===== src/rtl/xrs_pkg.sv =====
`timescale 1ns/1ps
package xrs_pkg;
    typedef enum logic [2:0] {
        TX_HOLD, TX_ANA, TX_DIG, TX_COUNT, TX_UP, TX_RELOCK
    } tx_st_e;

    typedef enum logic [2:0] {
        RX_HOLD, RX_ANA, RX_CDR, RX_DIG, RX_COUNT, RX_UP
    } rx_st_e;
endpackage


===== src/rtl/xrs_sync.sv =====
`timescale 1ns/1ps
module xrs_sync #(
    parameter int W = 1
) (
    input  logic         clk,
    input  logic [W-1:0] d,
    output logic [W-1:0] q
);
    logic [W-1:0] s1_q;

    // two stages, no reset: they carry the live input level through reset
    always_ff @(posedge clk) begin
        s1_q <= d;
        q    <= s1_q;
    end
endmodule


===== src/rtl/xrs_tx_seq.sv =====
`timescale 1ns/1ps
module xrs_tx_seq
    import xrs_pkg::*;
#(
    parameter  int READY_DLY = 4,
    localparam int CW        = $clog2(READY_DLY + 1)
) (
    input  logic clk,
    input  logic rst,
    input  logic busy,
    input  logic locked,
    input  logic ana_busy,
    input  logic dig_busy,
    output logic pma_rst,
    output logic pcs_rst,
    output logic up
);
    typedef struct packed {
        tx_st_e        st;
        logic [CW-1:0] cnt;
    } tx_reg_t;

    tx_reg_t r_d, r_q;

    always_comb begin
        r_d = r_q;
        unique case (r_q.st)
            TX_HOLD:   if (locked) r_d.st = TX_ANA;
            TX_ANA:    if (!ana_busy) r_d.st = TX_DIG;
            TX_DIG:    if (!dig_busy) begin
                           r_d.st  = TX_COUNT;
                           r_d.cnt = '0;
                       end
            TX_COUNT:  if (r_q.cnt == CW'(READY_DLY - 1)) r_d.st = TX_UP;
                       else r_d.cnt = r_q.cnt + 1'b1;
            TX_UP:     if (!locked) r_d.st = TX_RELOCK;
            TX_RELOCK: if (locked) r_d.st = TX_DIG;
            default:   r_d.st = TX_HOLD;
        endcase
        // calibration always wins; lock loss before ready restarts fully
        if (busy) r_d.st = TX_HOLD;
        else if (!locked && (r_q.st inside {TX_ANA, TX_DIG, TX_COUNT}))
            r_d.st = TX_HOLD;
    end

    always_ff @(posedge clk or posedge rst) begin
        if (rst) r_q <= '{st: TX_HOLD, cnt: '0};
        else     r_q <= r_d;
    end

    assign pma_rst = (r_q.st == TX_HOLD);
    assign pcs_rst = (r_q.st inside {TX_HOLD, TX_ANA, TX_RELOCK});
    assign up      = (r_q.st == TX_UP);
endmodule


===== src/rtl/xrs_rx_seq.sv =====
`timescale 1ns/1ps
module xrs_rx_seq
    import xrs_pkg::*;
#(
    parameter  int CDR_STABLE = 8,
    parameter  int READY_DLY  = 4,
    localparam int MAXC       = (CDR_STABLE > READY_DLY) ? CDR_STABLE : READY_DLY,
    localparam int CW         = $clog2(MAXC + 1)
) (
    input  logic clk,
    input  logic rst,
    input  logic busy,
    input  logic cdr,
    input  logic ana_busy,
    input  logic dig_busy,
    output logic pma_rst,
    output logic pcs_rst,
    output logic up
);
    typedef struct packed {
        rx_st_e        st;
        logic [CW-1:0] cnt;
    } rx_reg_t;

    rx_reg_t r_d, r_q;

    always_comb begin
        r_d = r_q;
        unique case (r_q.st)
            RX_HOLD:  r_d.st = RX_ANA;
            RX_ANA:   if (!ana_busy) begin
                          r_d.st  = RX_CDR;
                          r_d.cnt = '0;
                      end
            RX_CDR:   if (!cdr) r_d.cnt = '0;
                      else if (r_q.cnt == CW'(CDR_STABLE - 1)) r_d.st = RX_DIG;
                      else r_d.cnt = r_q.cnt + 1'b1;
            RX_DIG:   if (!dig_busy) begin
                          r_d.st  = RX_COUNT;
                          r_d.cnt = '0;
                      end
            RX_COUNT: if (r_q.cnt == CW'(READY_DLY - 1)) r_d.st = RX_UP;
                      else r_d.cnt = r_q.cnt + 1'b1;
            RX_UP:    r_d.st = RX_UP;
            default:  r_d.st = RX_HOLD;
        endcase
        if (busy) r_d.st = RX_HOLD;
        else if (!cdr && (r_q.st inside {RX_DIG, RX_COUNT, RX_UP})) begin
            r_d.st  = RX_CDR;
            r_d.cnt = '0;
        end
    end

    always_ff @(posedge clk or posedge rst) begin
        if (rst) r_q <= '{st: RX_HOLD, cnt: '0};
        else     r_q <= r_d;
    end

    assign pma_rst = (r_q.st == RX_HOLD);
    assign pcs_rst = (r_q.st inside {RX_HOLD, RX_ANA, RX_CDR});
    assign up      = (r_q.st == RX_UP);
endmodule


===== src/rtl/xcvr_rst_seq.sv =====
`timescale 1ns/1ps
module xcvr_rst_seq #(
    parameter  int LANES      = 2,
    parameter  int PLLS       = 3,
    parameter  int SHARED     = 0,
    parameter  int CDR_STABLE = 8,
    parameter  int READY_DLY  = 4,
    parameter  int RST_SYNC   = 0,
    localparam int SELW       = (PLLS > 1) ? $clog2(PLLS) : 1,
    localparam int SEQS       = (SHARED != 0) ? 1 : LANES
) (
    input  logic                 clk,
    input  logic                 rst,
    input  logic [PLLS-1:0]      pll_lock,
    input  logic [SELW*SEQS-1:0] pll_sel,
    input  logic [LANES-1:0]     tx_cal_busy,
    input  logic [LANES-1:0]     rx_cal_busy,
    input  logic [LANES-1:0]     cdr_locked,
    input  logic [LANES-1:0]     tx_pma_busy,
    input  logic [LANES-1:0]     tx_pcs_busy,
    input  logic [LANES-1:0]     rx_pma_busy,
    input  logic [LANES-1:0]     rx_pcs_busy,
    output logic [LANES-1:0]     tx_pma_rst,
    output logic [LANES-1:0]     tx_pcs_rst,
    output logic [LANES-1:0]     rx_pma_rst,
    output logic [LANES-1:0]     rx_pcs_rst,
    output logic [LANES-1:0]     tx_up,
    output logic [LANES-1:0]     rx_up
);
    localparam int SW   = PLLS + 7 * LANES;
    localparam int PADW = 2 ** SELW;

    logic rst_int;

    generate
        if (RST_SYNC != 0) begin : g_rst_sync
            logic [1:0] rs_q;
            always_ff @(posedge clk) rs_q <= {rs_q[0], rst};
            assign rst_int = rs_q[1];
        end else begin : g_rst_async
            assign rst_int = rst;
        end
    endgenerate

    logic [SW-1:0]    sync_q;
    logic [PLLS-1:0]  lock_s;
    logic [PADW-1:0]  lock_pad;
    logic [LANES-1:0] txc_s, rxc_s, cdr_s, txa_s, txd_s, rxa_s, rxd_s;

    xrs_sync #(.W(SW)) u_sync (
        .clk (clk),
        .d   ({pll_lock, tx_cal_busy, rx_cal_busy, cdr_locked,
               tx_pma_busy, tx_pcs_busy, rx_pma_busy, rx_pcs_busy}),
        .q   (sync_q)
    );

    assign {lock_s, txc_s, rxc_s, cdr_s, txa_s, txd_s, rxa_s, rxd_s} = sync_q;
    // unused high indices read as unlocked
    assign lock_pad = PADW'(lock_s);

    logic [SEQS-1:0] q_tx_pma, q_tx_pcs, q_tx_up, q_rx_pma, q_rx_pcs, q_rx_up;

    generate
        for (genvar i = 0; i < SEQS; i++) begin : g_seq
            logic t_busy, t_ana, t_dig, r_busy, r_cdr, r_ana, r_dig, t_lock;
            logic [SELW-1:0] sel;

            if (SHARED != 0) begin : g_merge
                assign t_busy = |txc_s;
                assign t_ana  = |txa_s;
                assign t_dig  = |txd_s;
                assign r_busy = |rxc_s;
                assign r_ana  = |rxa_s;
                assign r_dig  = |rxd_s;
                assign r_cdr  = &cdr_s;
            end else begin : g_lane
                assign t_busy = txc_s[i];
                assign t_ana  = txa_s[i];
                assign t_dig  = txd_s[i];
                assign r_busy = rxc_s[i];
                assign r_ana  = rxa_s[i];
                assign r_dig  = rxd_s[i];
                assign r_cdr  = cdr_s[i];
            end

            assign sel    = pll_sel[i*SELW +: SELW];
            assign t_lock = lock_pad[sel];

            xrs_tx_seq #(.READY_DLY(READY_DLY)) u_tx (
                .clk      (clk),
                .rst      (rst_int),
                .busy     (t_busy),
                .locked   (t_lock),
                .ana_busy (t_ana),
                .dig_busy (t_dig),
                .pma_rst  (q_tx_pma[i]),
                .pcs_rst  (q_tx_pcs[i]),
                .up       (q_tx_up[i])
            );

            xrs_rx_seq #(.CDR_STABLE(CDR_STABLE), .READY_DLY(READY_DLY)) u_rx (
                .clk      (clk),
                .rst      (rst_int),
                .busy     (r_busy),
                .cdr      (r_cdr),
                .ana_busy (r_ana),
                .dig_busy (r_dig),
                .pma_rst  (q_rx_pma[i]),
                .pcs_rst  (q_rx_pcs[i]),
                .up       (q_rx_up[i])
            );
        end

        for (genvar l = 0; l < LANES; l++) begin : g_out
            localparam int S = (SHARED != 0) ? 0 : l;
            assign tx_pma_rst[l] = q_tx_pma[S];
            assign tx_pcs_rst[l] = q_tx_pcs[S];
            assign tx_up[l]      = q_tx_up[S];
            assign rx_pma_rst[l] = q_rx_pma[S];
            assign rx_pcs_rst[l] = q_rx_pcs[S];
            assign rx_up[l]      = q_rx_up[S];
        end
    endgenerate
endmodule


===== config.mk =====
export PLATFORM = sky130hd
export DESIGN_NAME = xcvr_rst_seq
export DESIGN_NICKNAME = d
export VERILOG_FILES = /design/src/rtl/xrs_pkg.sv /design/src/rtl/xrs_sync.sv /design/src/rtl/xrs_tx_seq.sv /design/src/rtl/xrs_rx_seq.sv /design/src/rtl/xcvr_rst_seq.sv
export SDC_FILE = /design/constraint.sdc
export NUM_CORES = 1
export LEC_CHECK = 0
export ABC_AREA = 1
export CORE_MARGIN = 2
export CORE_UTILIZATION = 40
export DETAILED_ROUTE_END_ITERATION = 8
export PLACE_DENSITY_LB_ADDON = 0.08
export SETUP_SLACK_MARGIN = 0.15
export SLEW_MARGIN = 20
export SYNTH_ARGS = -nofsm -noshare
export SYNTH_HDL_FRONTEND = slang
export SYNTH_SLANG_ARGS = --single-unit
export TNS_END_PERCENT = 30

===== constraint.sdc =====
create_clock -name clk -period 2.4 [get_ports clk]
set_input_delay 0.48 -clock clk [delete_from_list [all_inputs] [get_ports clk]]
set_output_delay 0.48 -clock clk [all_outputs]
set_load 0.1 [all_outputs]

==> results of run 1 <==
-- cell usage in the layout (no fill, tap or decap), drive strengths merged, types with 6 or more instances in the layout --
cell type	n
nand2	103
inv	54
nand3	47
nor2	37
dfxtp	34
dfrtp	26
clkdlybuf4s50	22
o21ai	17
nand4	13
clkbuf	13
buf	13
a21oi	10
ha	6
-- through the flow --
stage	cells	setup slack, ns	hold WS [ns]	power, uW	utilization [%]
after floorplan	380	0.889	0.310	3010	-
after global placement	496	0.701	0.310	3440	46.7
after detailed placement	496	0.660	0.312	3450	46.7
after CTS	512	0.396	0.327	4240	49.0
after global routing	512	0.289	0.324	4500	49.0
final	512	0.438	0.323	4190	49.0
-- cell usage after synthesis (3+ instances only) --
master | count | area share [%]
nand3_1 | 44 | 7.6
nor2_1 | 27 | 3.5
dfxtp_1 | 34 | 23
inv_2 | 13 | 1.7
nor2_2 | 7 | 1.5
ha_1 | 6 | 2.6
buf_2 | 4 | 0.69
nand2_1 | 89 | 11
nand4_1 | 12 | 2.6
o21ai_0 | 10 | 1.7
nand3b_1 | 3 | 0.77
a21oi_1 | 9 | 1.5
nor3_1 | 4 | 0.69
nand3_2 | 3 | 1.0
buf_4 | 14 | 3.6
o21ai_1 | 6 | 1.0
nand2_2 | 14 | 3.0
inv_1 | 41 | 5.3
dfrtp_1 | 26 | 22
nor2_4 | 3 | 1.2
-- path summary, 6_finish.rpt --
check | from | end | slack [ns] | depth (start not counted)
worst max-delay path | g_seq[1].u_rx.r_q[5] | rx_up[1] | 0.44 | 4
worst min-delay path | u_sync.s1_q[6] | u_sync.q[6] | 0.32 | 0
worst max register to register | g_seq[0].u_tx.r_q[0] | g_seq[0].u_tx.r_q[4] | 0.80 | 10
max in group asynchronous | rst | g_seq[0].u_tx.r_q[2] | 1.63 | 3
min in group asynchronous | rst | g_seq[1].u_tx.r_q[2] | 0.51 | 3
worst min register to register | u_sync.s1_q[6] | u_sync.q[6] | 0.32 | 0
-- power breakdown --
group	internal, uW	switching [uW]
clock network	398	364
registers	1150	207
logic	690	1380
total	2240	1950
-- routing by layer --
metal / up-vias / wire [um] / track usage (%)
met5: - / 0 / 0
met1: 1059 / 2580 / 19.3
met4: 0 / 123 / 6.51
met2: 42 / 2260 / 22.1
li1: 1265 / - / -
met3: 11 / 223 / 3.69
-- flip-flops by register name, indices dropped and copies added, names as in the netlist --
signal	flops
g_seq.u_rx.r_q	14
u_sync.s1_q	17
u_sync.q	17
g_seq.u_tx.r_q	12
-- cell type report --
| type | count | area [um2] |
|---|---|---|
| Fill cell | 716 | 3640 |
| Sequential cell | 60 | 1330 |
| Multi-Input combinational cell | 248 | 1260 |
| Timing Repair Buffer | 35 | 418 |
| Inverter | 54 | 203 |
| Clock buffer | 13 | 149 |
| Tap cell | 99 | 124 |
| Clock inverter | 3 | 15.0 |
-- worst max-delay path, delay by kind of cell (launching register included) --
family	cells	cell delay, ns
buffers and inverters	2	0.38
DFF	1	0.48
and+or+nand+nor	2	0.29
-- kinds of logic after synthesis --
| family | Yosys count |
|---|---|
| compound gates | 30 |
| xor+xnor | 1 |
| fa+ha+maj | 6 |
| buf+inv | 72 |
| flops | 60 |
| mux | 1 |
| simple gates | 210 |
==> metrics.yaml, run 1 <==
status: "finished clean"
post-cts-setup-buffer-count: 0
synth_fa_ha_area_share_pct: 2.58
yosys_warnings: 0
finalClockSkew_ns: 0.00794
dieArea_mm2: 0.00799
syn_area_mm2: 0.00292
placed_area_mm2: 0.00333
setup_viol: 0
crit_type: "flip-flop to output port"
vias: 2377
grt_pass1_vias: 2124
cp-end-kind: "output port"
portBuffers: 34
hold_buffers: 0
fin_tns_setup_ns: 0
antennaDiodeCount: 0
max_stage_delay_ns: 0.48
critPathMaxFanout: 8
wl_per_cell_um: 10.1
syn_nets: 409
drive_gt1_share_pct: 16.9
design_area_mm2: 0.00350
grt_max_degree: 27
cts.htree.levels: 3
antenna_found_initial: 0
yosys.cell_types.count: 31
clock_latency_ns: 0.33
period_needed_ns: 1.96
final_antenna_net_count: 0
start_util_pct: 40.8
start_kind: "flip-flop"
synth_async_sr_flop_share_pct: 43.3
area_growth_pct: 19.9
drv_cap: 0
max_freq_mhz: 510
drc: 0
netlist_instances: 380
relSlewSlack_pct: 74.9
nNetsFinal: 437
power.leakage_uw: 0.00174
clkSinkCount: 60
io_pins: 35
grt_overflow: 0
hold_path_class: "flip-flop to flip-flop"
crit_required_ns: 1.92
clockRootBuffer: "clkbuf_8"
grt_pass1_wl_mm: 9.00
synth_seq_cells: 60
synthMuxAreaShare_pct: 0.343
vdd_ir_drop_max_mv: 1.00
fin_crit_sh_pct: 81.7
cts_buffer_depth: 2
synth_compound_area_share_pct: 5.58
wirelength_mm: 5.19
synthXorXnorAreaFrac_pct: 0.300
synth_top_family_by_area: "simple AND/OR/NAND/NOR gates"
place_congestion: 0.812
ys_seq_area_share_pct: 45.7
avgSynthCellArea_um2: 7.67
crit_chain: "inv_1 > nand2_1 > nor2_1 > buf_12"
post_cts.resized_instances: 0
drv_slew: 0
power_density_mw_per_mm2: 1200
firstDrtPassIters: 4
clk_pin_slew_ns: 0.06
vias_per_cell: 4.64
coreArea_mm2: 0.00714
grt_use_total_pct: 14.5
yosys.area_share.simple_pct: 34.3
synthFlopType: "dfxtp_1"
critical_path_arrival_ns: 1.48
synth_edf_count: 0
rsz0062_at_grt: "no"
hold_violations: 0
worst_pin_slew_ns: 0.376
cts_tree: "yes"
num_rows: 31
cpMaxStageDelayCell: "dfrtp_1"
dieWidth_um: 89.4
drtIter0Drc: 109
hpwl_mm: 3.81
die_y_um: 89.4
cts_made_buffers: 9
No activity file was read; power rests on OpenSTA's default activity.
==> run 2: changes to the inputs <==
clock period = 1.9 ns   (was 2.4 ns; I/O delays follow)
==> run 2 against run 1 <==
  * Clock power is 47% higher
  * Die area stayed put
  * First-iteration DRC count is 20% lower
  * Non-clock buffer count is 4 higher
  * Setup slack worse by 0.27 ns
  * Utilization is 2.1 points higher
  * Wire length is 0.39% higher
  * Total power is 34% higher
  * Sequential share of layout area is 1.3 points lower
  * Global-route usage is 0.18 points higher
  * Critical path type unchanged
  * Largest cell class unchanged
  * Highest routed layer unchanged
==> metrics.yaml, run 2 (same netlist as run 1, synthesis figures left out) <==
timing.rr.start: "g_seq[0].u_tx.r_q[0]"
wl_per_cell_um: 10.1  # -0.39%
multi_input_area_mm2: 0.00129  # +2.6%
cts.htree.levels: 3  # unchanged
final_antenna_net_count: 0  # unchanged
dieArea_mm2: 0.00799  # unchanged
grt_pass1_wl_mm: 8.90  # -1.1%
ff2ff_path_depth: 10  # unchanged
rsz0062_at_grt: "yes"
max_freq_mhz: 579
power.leakage_uw: 0.00179  # +2.7%
place_congestion: 0.809  # -0.39%
regArea_mm2: 0.00134  # +0.75%
hold_violations: 0  # unchanged
final_common_cell: "nand2_1"
drv_cap: 0  # unchanged
design_area_mm2: 0.00365  # +4.4%
reg2reg_slack_ns: 0.32  # -0.48 ns
coreArea_mm2: 0.00714  # unchanged
clockRootBuffer: "clkbuf_8"
wirelength_mm: 5.21  # +0.39%
cts_made_buffers: 9  # unchanged
vdd_ir_drop_max_mv: 1.57  # +56%
power_density_mw_per_mm2: 1540  # +29%
nNetsFinal: 441  # +0.92%
clk_pin_slew_ns: 0.07  # about the same
dieWidth_um: 89.4  # unchanged
status: "finished clean"
layout_setup_ws_ns: 0.172  # -0.267 ns
drc: 0  # unchanged
portBuffers: 34  # unchanged
hpwl_mm: 3.80  # -0.27%
vias_per_cell: 4.63  # -0.27%
io_pins: 35  # unchanged
cts_buffer_depth: 2  # unchanged
grt_overflow: 0  # unchanged
drtIter0Drc: 87  # -20%
final_cells: 516  # +0.78%
placedCellCount: 496  # unchanged
crit_chain: "inv_2 > nand2_1 > nor2_2 > buf_12"
max_stage_delay_ns: 0.47  # about the same
design_power_total_uw: 5620  # +34%
grt_max_degree: 27  # unchanged
rr_endpoint: "g_seq[0].u_tx.r_q[4]"
cts_tree: "yes"
worstSetupEndpoint: "rx_up[0]"
antennaDiodeCount: 0  # unchanged
crit_path_start: "g_seq[0].u_rx.r_q[5]"
placed_area_mm2: 0.00338  # +1.5%
drive_gt1_share_pct: 21.6  # +4.6 points
reg_top3: "u_sync.q x17, u_sync.s1_q x17, g_seq.u_rx.r_q x14"
critPathMaxFanout: 9  # +1
setup_viol: 0  # unchanged
period_needed_ns: 1.73
cpMaxStageDelayCell: "dfrtp_2"
grt_use_total_pct: 14.7  # +0.18 points
final_cell_mix: "nand2_1, nand3_1, inv_1"
critical_path_arrival_ns: 1.35  # -0.13 ns
relSlewSlack_pct: 77.3  # +2.4 points
num_rows: 31  # unchanged
finalClockSkew_ns: 0.0137  # +0.00579 ns
fillers: 719  # +0.42%
start_kind: "flip-flop"
firstDrtPassIters: 4  # unchanged
fin_crit_sh_pct: 91.0
worst_pin_slew_ns: 0.341  # -0.0356 ns
crit_type: "flip-flop to output port"
area_growth_pct: 25.2
antenna_found_initial: 0  # unchanged
detailedPlace.worstSlack_ns: 0.250  # -0.411 ns
start_util_pct: 40.8  # unchanged
vias: 2389  # +0.50%
clkSinkCount: 60  # unchanged
fin_tns_setup_ns: 0  # unchanged
cp-end-kind: "output port"
grt_pass1_vias: 2086  # -1.8%
hold_path_class: "flip-flop to flip-flop"
crit_required_ns: 1.52  # -0.40 ns
die_y_um: 89.4  # unchanged
drv_slew: 0  # unchanged
clock_latency_ns: 0.34  # about the same
hold_buffers: 0  # unchanged
==> run 2: worst max-delay path: cells and delay by family (launching register included) <==
family | cells | cell delay, ns
and+or+nand+nor | 2 | 0.23
DFF | 1 | 0.47
buffers and inverters | 2 | 0.30
==> run 2: report_power, final <==
part / leakage (uW) / total (uW) / switching, uW / internal [uW]
Clock: 0.0000991 / 1120 / 482 / 634
Combinational: 0.00106 / 2780 / 1780 / 993
Sequential: 0.000626 / 1730 / 263 / 1470
==> run 2: cell type report <==
type / count / area share [%]
Sequential cell: 60 / 36.8
Multi-Input combinational cell: 248 / 35.3
Timing Repair Buffer: 39 / 13.6
Inverter: 54 / 5.56
Clock buffer: 11 / 3.88
Tap cell: 99 / 3.40
Clock inverter: 5 / 1.44
==> run 2: worst min path at each step <==
stage,depth (start not counted),startpoint,slack [ns],end
2_1_floorplan,0,u_sync.s1_q[0],0.31,u_sync.q[0]
3_3_place_gp,0,u_sync.s1_q[11],0.31,u_sync.q[11]
3_5_place_dp,0,u_sync.s1_q[10],0.31,u_sync.q[10]
4_1_cts,0,u_sync.s1_q[4],0.33,u_sync.q[4]
5_1_grt,0,u_sync.s1_q[6],0.33,u_sync.q[6]
6_report,0,u_sync.s1_q[5],0.33,u_sync.q[5]
==> run 2: repair_timing <==
item,CTS,global route
resized for setup,7,10
endpoints found under the setup margin,10,12
pin swaps,0,1
setup buffers,0,4
==> run 2: stage by stage <==
stage | hold WS (ns) | utilization [%]
final | 0.326 | 51.1
after global routing | 0.330 | 51.1
after CTS | 0.327 | 50.3
after detailed placement | 0.312 | 47.4
after global placement | 0.310 | 47.4
after floorplan | 0.310 | -
==> run 2: layer usage <==
layer	wire length [um]	vias to the layer above	global-route usage, %
met1	2390	1066	18.3
met5	0	-	0
met2	2450	51	22.6
met4	68	0	4.88
li1	-	1266	-
met3	297	6	6.65
==> run 3: changes to the inputs <==
CELL_PAD_IN_SITES_DETAIL_PLACEMENT = 1   (was unset)
CELL_PAD_IN_SITES_GLOBAL_PLACEMENT = 2   (was unset)
CORE_UTILIZATION = 32   (was 40)
MAX_ROUTING_LAYER = met4   (was unset)
==> run 3 against run 2 <==
  * Wire length rose by 22%
  * Largest cell class unchanged
  * Critical path depth rose by 1
  * Register-to-register slack got worse by 0.04 ns
  * Hold slack improved by 0.0041 ns
  * Utilization fell by 9.0 points
  * Via count rose by 3.6%
  * Clock power fell by 4%
  * Critical path type unchanged
  * Critical endpoint is now rx_pcs_rst[1]
  * Die area rose by 24%
==> metrics.yaml, run 3 (same netlist as run 1, synthesis figures left out) <==
place_congestion: 0.768  # -5.0%
relSlewSlack_pct: 75.0  # -2.3 points
vias: 2475  # +3.6%
period_needed_ns: 1.71  # -0.0149 ns
clockRootBuffer: "clkbuf_8"
firstDrtPassIters: 4  # unchanged
crit_required_ns: 1.52  # about the same
hold_buffers: 0  # unchanged
status: "finished clean"
setup_viol: 0  # unchanged
drive_gt1_share_pct: 23.5  # +1.9 points
wirelength_mm: 6.38  # +22%
num_rows: 34  # +9.7%
grt_overflow: 0  # unchanged
crit_top_cell: "nand2_2"
cts.htree.levels: 3  # unchanged
clk_pin_slew_ns: 0.07  # about the same
grt_pass1_wl_mm: 11.4  # +28%
final_cell_mix: "nand2_1, nand3_1, inv_1"
cts_made_buffers: 9  # unchanged
portBuffers: 34  # unchanged
power.leakage_uw: 0.00181  # +1.2%
max_stage_delay_ns: 0.44  # -0.03 ns
ff2ff_path_depth: 10  # unchanged
cp-end-kind: "output port"
drv_slew: 0  # unchanged
layout_setup_ws_ns: 0.187  # +0.0149 ns
start_util_pct: 33.3  # -7.6 points
holdPathStages: 0  # unchanged
start_kind: "flip-flop"
io_pins: 35  # unchanged
cts_tree: "yes"
grt_use_total_pct: 14.6  # -0.017 points
crit_chain: "buf_4 > nand2_2 > nand2_2 > inv_1 > buf_12"
fin_tns_setup_ns: 0  # unchanged
coreArea_mm2: 0.00876  # +23%
hold_end: "u_sync.q[4]"
cts_buffer_depth: 2  # unchanged
antenna_found_initial: 0  # unchanged
max_freq_mhz: 584  # +0.87%
timing.rr.start: "g_seq[0].u_tx.r_q[0]"
nNetsFinal: 446  # +1.1%
hold_violations: 0  # unchanged
hold_path_class: "flip-flop to flip-flop"
drv_cap: 0  # unchanged
dieWidth_um: 99.4  # +11%
area_growth_pct: 26.7
power_density_mw_per_mm2: 1540  # +0.22%
final_common_cell: "nand2_1"
finalClockSkew_ns: 0.00739  # -0.00635 ns
vias_per_cell: 4.67  # +0.86%
drtIter0Drc: 69  # -21%
antennaDiodeCount: 0  # unchanged
cpMaxStageDelayCell: "dfrtp_2"
vdd_ir_drop_max_mv: 1.03  # -34%
final_antenna_net_count: 0  # unchanged
critical_path_arrival_ns: 1.33  # -0.02 ns
clock_latency_ns: 0.33  # about the same
worst_pin_slew_ns: 0.375  # +0.0342 ns
reg2reg_slack_ns: 0.28  # -0.04 ns
fin_crit_sh_pct: 90.2  # -0.78 points
rsz0062_at_grt: "yes"
grt_pass1_vias: 2572  # +23%
drc: 0  # unchanged
holdWs_ns: 0.330  # +0.00413 ns
dieArea_mm2: 0.00989  # +24%
reg_top3: "u_sync.q x17, u_sync.s1_q x17, g_seq.u_rx.r_q x14"
utilization_pct: 42.1  # -9.0 points
die_y_um: 99.4  # +11%
hold_path.startpoint: "u_sync.s1_q[4]"
hpwl_mm: 4.79  # +26%
detailedPlace.worstSlack_ns: 0.195  # -0.0547 ns
rr_endpoint: "g_seq[0].u_tx.r_q[4]"
wl_per_cell_um: 12.0  # +19%
crit_type: "flip-flop to output port"
grt_max_degree: 27  # unchanged
critPathMaxFanout: 5  # -4
clkSinkCount: 60  # unchanged
-- run 3: worst max path at each step --
stage	start	end	slack (ns)	cells after the start
2_1_floorplan	g_seq[0].u_tx.r_q[0]	g_seq[0].u_tx.r_q[4]	0.47	10
3_3_place_gp	pll_sel[1]	g_seq[0].u_tx.r_q[4]	0.26	10
3_5_place_dp	pll_sel[2]	g_seq[1].u_tx.r_q[5]	0.20	10
4_1_cts	g_seq[0].u_tx.r_q[4]	tx_pcs_rst[0]	0.12	4
5_1_grt	g_seq[1].u_rx.r_q[5]	rx_up[1]	0.12	4
6_report	g_seq[1].u_rx.r_q[5]	rx_pcs_rst[1]	0.19	5
-- run 3: final cells by class --
cell class              instances  area [um2]
flip-flops and latches         60        1350
fillers                      1082        5070
repair buffers                 44         536
clock inverters                 4        22.5
clock buffers                  12         165
well taps                     108         135
multi-input cells             248        1290
inverters                      54         203
-- run 3: worst max-delay path: cells and delay by family (launching register included) --
kind,cells,cell delay [ns]
buffers and inverters,3,0.44
and+or+nand+nor,2,0.13
DFF,1,0.44
-- run 3: metrics by stage --
stage	cell area (um2)	total power, uW	std cells
6_report	3690	5700	530
5_1_grt	3690	6130	530
4_1_cts	3620	5650	524
3_5_place_dp	3390	4490	505
3_3_place_gp	3390	4470	505
2_1_floorplan	2920	3810	380
-- run 3: metal layers --
layer	global-route usage [%]	vias to the layer above	wire length [um]
li1	-	1274	-
met1	17.9	1165	2970
met2	23.9	30	3150
met3	3.87	6	200
met4	4.32	0	56
met5	-	-	0
-- run 3: repair_timing --
action                                  4_1_cts  5_1_grt
buffers inserted                              3        6
gates resized for setup                       9       10
endpoints found under the setup margin       10       10
hold endpoints to repair                      0        0
cloned                                        0        0
-- run 3: report_power, final --
part,switching (uW),internal [uW]
Clock,500,573
Combinational,1860,1050
Sequential,243,1470
